==> src/rtl/irl_pkg.sv <==
package irl_pkg;
  localparam int unsigned IRL_LINES = 8;

  typedef logic [IRL_LINES-1:0] lineVec_t;

  // Strobes from the control to the datapath for one clock edge.
  typedef struct packed {
    logic     modeLoad;
    lineVec_t modeNext;
    lineVec_t setLines;
    lineVec_t clrLines;
  } reqStrobe_t;
endpackage

==> src/rtl/irl_ctrl.sv <==
module irl_ctrl
  import irl_pkg::*;
#(
  parameter lineVec_t MODE_MASK = lineVec_t'(8'hF8)
) (
  input  lineVec_t   lineIn,
  input  lineVec_t   ackIn,
  input  lineVec_t   modeCur,
  input  lineVec_t   lastLevel,
  input  logic       modeWrEn,
  input  lineVec_t   modeWrData,
  output reqStrobe_t strobe
);
  lineVec_t riseVec;
  lineVec_t setVec;
  lineVec_t clrVec;
  lineVec_t nextMode;

  assign riseVec = lineIn & ~lastLevel;

  for (genvar i = 0; i < IRL_LINES; i++) begin : g_line
    if (MODE_MASK[i]) begin : g_sel
      // Writable mode bit: the line follows the selected trigger style.
      assign nextMode[i] = modeWrData[i];
      always_comb begin
        if (modeCur[i]) begin
          setVec[i] = lineIn[i];
          clrVec[i] = ~lineIn[i];
        end else begin
          setVec[i] = riseVec[i];
          clrVec[i] = ackIn[i] & ~riseVec[i];
        end
      end
    end else begin : g_edge
      // Mode bit tied low: the line is always edge triggered.
      assign nextMode[i] = 1'b0;
      assign setVec[i]   = riseVec[i];
      assign clrVec[i]   = ackIn[i] & ~riseVec[i];
    end
  end

  always_comb begin
    strobe.modeLoad = modeWrEn;
    strobe.modeNext = nextMode;
    strobe.setLines = setVec;
    strobe.clrLines = clrVec;
  end
endmodule

==> src/rtl/irl_datapath.sv <==
module irl_datapath
  import irl_pkg::*;
(
  input  logic       clk,
  input  logic       rstN,
  input  lineVec_t   lineIn,
  input  reqStrobe_t strobe,
  output lineVec_t   modeCur,
  output lineVec_t   lastLevel,
  output lineVec_t   reqVec
);
  always_ff @(posedge clk) begin
    if (!rstN) begin
      modeCur   <= '0;
      lastLevel <= '0;
      reqVec    <= '0;
    end else begin
      lastLevel <= lineIn;
      reqVec    <= (reqVec & ~strobe.clrLines) | strobe.setLines;
      if (strobe.modeLoad) modeCur <= strobe.modeNext;
    end
  end

  // the first edge after reset sees an all-low history.
  a_r1_history_tracks: assert property (@(posedge clk) disable iff (!rstN)
    1'b1 |=> lastLevel == $past(lineIn));
endmodule

==> src/rtl/irq_req_latch.sv <==
module irq_req_latch
  import irl_pkg::*;
#(
  parameter logic [IRL_LINES-1:0] MODE_MASK = 8'hF8
) (
  input  logic                 clk,
  input  logic                 rstN,
  input  logic [IRL_LINES-1:0] lineIn,
  input  logic [IRL_LINES-1:0] ackIn,
  input  logic                 modeWrEn,
  input  logic [IRL_LINES-1:0] modeWrData,
  output logic [IRL_LINES-1:0] modeRdData,
  output logic [IRL_LINES-1:0] reqOut
);
  reqStrobe_t strobe;
  lineVec_t   modeCur;
  lineVec_t   lastLevel;

  irl_ctrl #(.MODE_MASK(MODE_MASK)) u_ctrl (
    .lineIn    (lineIn),
    .ackIn     (ackIn),
    .modeCur   (modeCur),
    .lastLevel (lastLevel),
    .modeWrEn  (modeWrEn),
    .modeWrData(modeWrData),
    .strobe    (strobe)
  );

  irl_datapath u_dp (
    .clk      (clk),
    .rstN     (rstN),
    .lineIn   (lineIn),
    .strobe   (strobe),
    .modeCur  (modeCur),
    .lastLevel(lastLevel),
    .reqVec   (reqOut)
  );

  assign modeRdData = modeCur;

  a_r2_level_follows: assert property (@(posedge clk) disable iff (!rstN)
    1'b1 |=> ((reqOut ^ $past(lineIn)) & $past(modeRdData)) == '0);

  a_r3_edge_sets: assert property (@(posedge clk) disable iff (!rstN)
    1'b1 |=> ($past(~modeRdData & lineIn & ~lastLevel) & ~reqOut) == '0);

  a_r3_no_spurious: assert property (@(posedge clk) disable iff (!rstN)
    1'b1 |=> ($past(~modeRdData & ~reqOut & ~(lineIn & ~lastLevel)) & reqOut) == '0);

  a_r4_edge_holds: assert property (@(posedge clk) disable iff (!rstN)
    1'b1 |=> ($past(~modeRdData & reqOut & ~ackIn) & ~reqOut) == '0);

  a_r5_ack_clears: assert property (@(posedge clk) disable iff (!rstN)
    1'b1 |=> ($past(~modeRdData & ackIn & ~(lineIn & ~lastLevel)) & reqOut) == '0);

  a_r6_write_masked: assert property (@(posedge clk) disable iff (!rstN)
    modeWrEn |=> modeRdData == ($past(modeWrData) & MODE_MASK));

  a_r6_hold_no_write: assert property (@(posedge clk) disable iff (!rstN)
    !modeWrEn |=> $stable(modeRdData));

  a_r7_fixed_edge: assert property (@(posedge clk) disable iff (!rstN)
    (modeRdData & ~MODE_MASK) == '0);
endmodule

==> config.mk <==
export PLATFORM = sky130hd
export DESIGN_NAME = irq_req_latch
export DESIGN_NICKNAME = d
export VERILOG_FILES = /design/src/rtl/irl_pkg.sv /design/src/rtl/irl_ctrl.sv /design/src/rtl/irl_datapath.sv /design/src/rtl/irq_req_latch.sv
export SDC_FILE = /design/constraint.sdc
export NUM_CORES = 1
export LEC_CHECK = 0
export ABC_AREA = 0
export CORE_ASPECT_RATIO = 1.25
export CORE_MARGIN = 1
export CORE_UTILIZATION = 38
export DETAILED_ROUTE_END_ITERATION = 12
export HOLD_SLACK_MARGIN = 0.03
export PLACE_DENSITY = 0.7
export SETUP_SLACK_MARGIN = 0.3
export SYNTH_ARGS = -nofsm -noshare
export SYNTH_HDL_FRONTEND = slang
export SYNTH_HIERARCHICAL = 1
export SYNTH_SLANG_ARGS = --single-unit
==> constraint.sdc <==
create_clock -name clk -period 0.8 [get_ports clk]
set_clock_uncertainty 0.05 [all_clocks]
set_input_delay 0.24 -clock clk [delete_from_list [all_inputs] [get_ports clk]]
set_output_delay 0.24 -clock clk [all_outputs]
set_load 0.01 [all_outputs]
==> impl_metrics.ini <==
[run_status]
status = complete, but fails checks
violations = negative setup slack

[global_routing]
grt_pass1_vias = 813
antenna_found_initial = 0
grt_max_degree = 13
grt_overflow = 0
grt_pass1_wl_um = 3484
grt.total_usage_pct = 15.81

[routing]
maxUsedRoutingLayer = met4
met2_length_um = 1186
dr_wl_met3_um = 101
ant_nets = 0
first_pass_iters = 2
via_per_inst = 4.481
drt_iter0_markers = 4
vias = 820
met1_length_um = 898
wl_per_cell_um = 12.20
wl_um = 2233
drc = 0

[place]
pre_cts_slack_ns = -0.5422
portBuffers = 39
globalplace.congestion = 0.7039
dp.cells = 174
hpwl_um = 1527

[logic_synthesis]
ys_ff_latch = 24
synth_top_area_cell = dfxtp_1
synthTopCellsByCount = 24 x dfxtp_1, 19 x nor2b_1, 10 x buf_4
synth_top_area_share_pct = 44.24
synth_edf_count = 0
synth_xor_area_share_pct = 0
synthCells = 103
avgSynthCellArea_sq_um = 10.54
synthFlopType = dfxtp_1
synth-simple-area-share_pct = 30.07
synth.area.top_cells = dfxtp_1 44%, nor2b_1 11%, mux2i_1 7.4%, buf_4 6.9%, nand2b_4 6.3%
synthMuxAreaShare_pct = 7.373
synthAdderAreaFrac_pct = 0
ys.warnings.count = 6
synth_most_common_cell = dfxtp_1
yosysSeqAreaShare_pct = 44.24
netlist_area_sq_um = 1086
synth_top_family_by_area = simple AND/OR/NAND/NOR gates
async_reset_ff_share_pct = 0
synth_cell_types = 14
synth_compound_area_share_pct = 9.562

[timing]
final.setup.tns_ns = -5.874
hold_violations = 0
fin_ws_ns = -0.2835
drv_slew = 0
fmax_mhz = 923.0
layout_min_cycle_time_ns = 1.083
setup_viol = 25
fin_crit_sh_pct = 135.4
rsz0062_at_grt = yes

[cells_and_area]
fin_nets = 178
finish.utilization_pct = 61.63
finalNonFillerCells = 183
antenna_cells = 0
drive_gt1_share_pct = 48.32
area_growth_pct = 53.57

[cts]
numCtsBuffers = 3
cts-root-buf = clkbuf_4
clkTransAtPathRegs_ns = 0.12
insertion_delay_ns = 0.31
clockBufferDepth = 2
htreeDepth = 1
cts_hold_buffers = 0
cts_tree = yes
clkSinkCount = 24

[min_path]
hold_class = in -> reg
hold-path-cell-count = 2
worstHoldStart = lineIn[2]

[setup_path]
crit_arrival_ns = 1.25
r2r-start = u_dp/modeCur[6]$_SDFFE_PN0P_
start_kind = flop
r2r_cells = 5
worst-setup-path-type = reg -> reg
cp_data_required_time_ns = 0.97
path_max_fanout = 3
critPathLaunch = u_dp/modeCur[6]$_SDFFE_PN0P_
endpoint_kind = flop

[power_and_ir_drop]
pwr_density_cell_nw_per_um2 = 1473
switching_share_pct = 24.27
p_seq_share_pct = 54.6
p_switching_uw = 596.1
total_power_uw = 2456
combinationalPowerShare_pct = 24.1
p_clk_share_pct = 21.3
ir_drop_mv = 0.9295
leakagePower_uw = 0.0007353
internal-power_uw = 1860

[die]
core_area_sq_um = 2706
rows = 21
dieArea_sq_um = 3077
pin_count = 43
die_h_um = 61.77
die_w_um = 49.82
start_util_pct = 40.13

[flow_run]
drv_cap = 0
## placed cells by master (no fill, tap or decap)
cell type,n
buf_6,23
dfxtp_2,19
nor2b_1,18
clkdlybuf4s50_1,13
dlygate4sd2_1,8
mux2i_1,8
and2_1,8
o21a_1,8
nand2b_4,5
nor2_1,5
a21oi_2,5
and2_4,5
dfxtp_1,5
buf_4,5
clkbuf_4,3
nor2b_4,3
conb_1,3
buf_16,1
clkdlybuf4s15_1,1
buf_2,1
nor2b_2,1
buf_12,1
## per-stage QoR
stage,instance area (sq um),hold WS [ns]
floorplan,1147,0.3172
global placement,1540,0.4416
detailed placement,1540,0.4501
CTS,1629,0.2209
global route,1668,0.2248
finish,1668,0.2279
## timing repair
item                       CTS  global route
setup endpoints to repair   40            32
pin swaps                    3             3
cloned                       1             0
buffers inserted             3             2
resized for setup          102             6
## kinds of logic (layout without fill, tap and decap cells)
kind of cell / Yosys count / after routing
multiplexers: 8 / 8
other: 1 / 3
AND/OR/NAND/NOR: 45 / 45
flip-flops: 24 / 24
buffers and inverters: 12 / 56
AO/OA/AOI/OAI: 13 / 13
## power groups by stage
stage,combinational [uW],clock (uW),sequential (uW)
finish,591,524,1340
global route,638,610,1350
CTS,576,549,1340
detailed placement,548,0,1350
global placement,532,0,1350
floorplan,268,0,1380
## routing by layer
| layer | vias up | global-route usage (%) |
|---|---|---|
| li1 | 411 | - |
| met1 | 375 | 16.42 |
| met2 | 29 | 29.92 |
| met3 | 5 | 2.920 |
| met4 | 0 | 9.796 |
| met5 | - | 0 |
## final timing paths
check / end / slack, ns
worst max-delay path: u_dp/reqVec[6]$_SDFF_PN0_ / -0.28
worst max register to register: u_dp/reqVec[6]$_SDFF_PN0_ / -0.28
worst min-delay path: u_dp/lastLevel[2]$_SDFF_PN0_ / 0.23
worst min register to register: u_dp/modeCur[1]$_SDFFE_PN0P_ / 0.49
## worst max-delay path: stages (launching register included)
cell,delay [ns]
dfxtp_2,0.35
buf_6,0.11
nand2b_4,0.13
a21oi_2,0.12
nor2b_1,0.07
o21a_1,0.16
## registers in the layout, indices dropped and copies added (netlist names)
name,count
u_dp/lastLevel,8
u_dp/modeCur,8
u_dp/reqVec,8
## final cells by class
type | count | area, sq um
fill | 236 | 1039
timing repair buffer | 53 | 559.3
multi-input combinational | 69 | 539.3
sequential | 24 | 504.2
tap | 34 | 42.54
clock buffer | 3 | 22.52
Note: power is estimated with default switching activity, not from simulation.
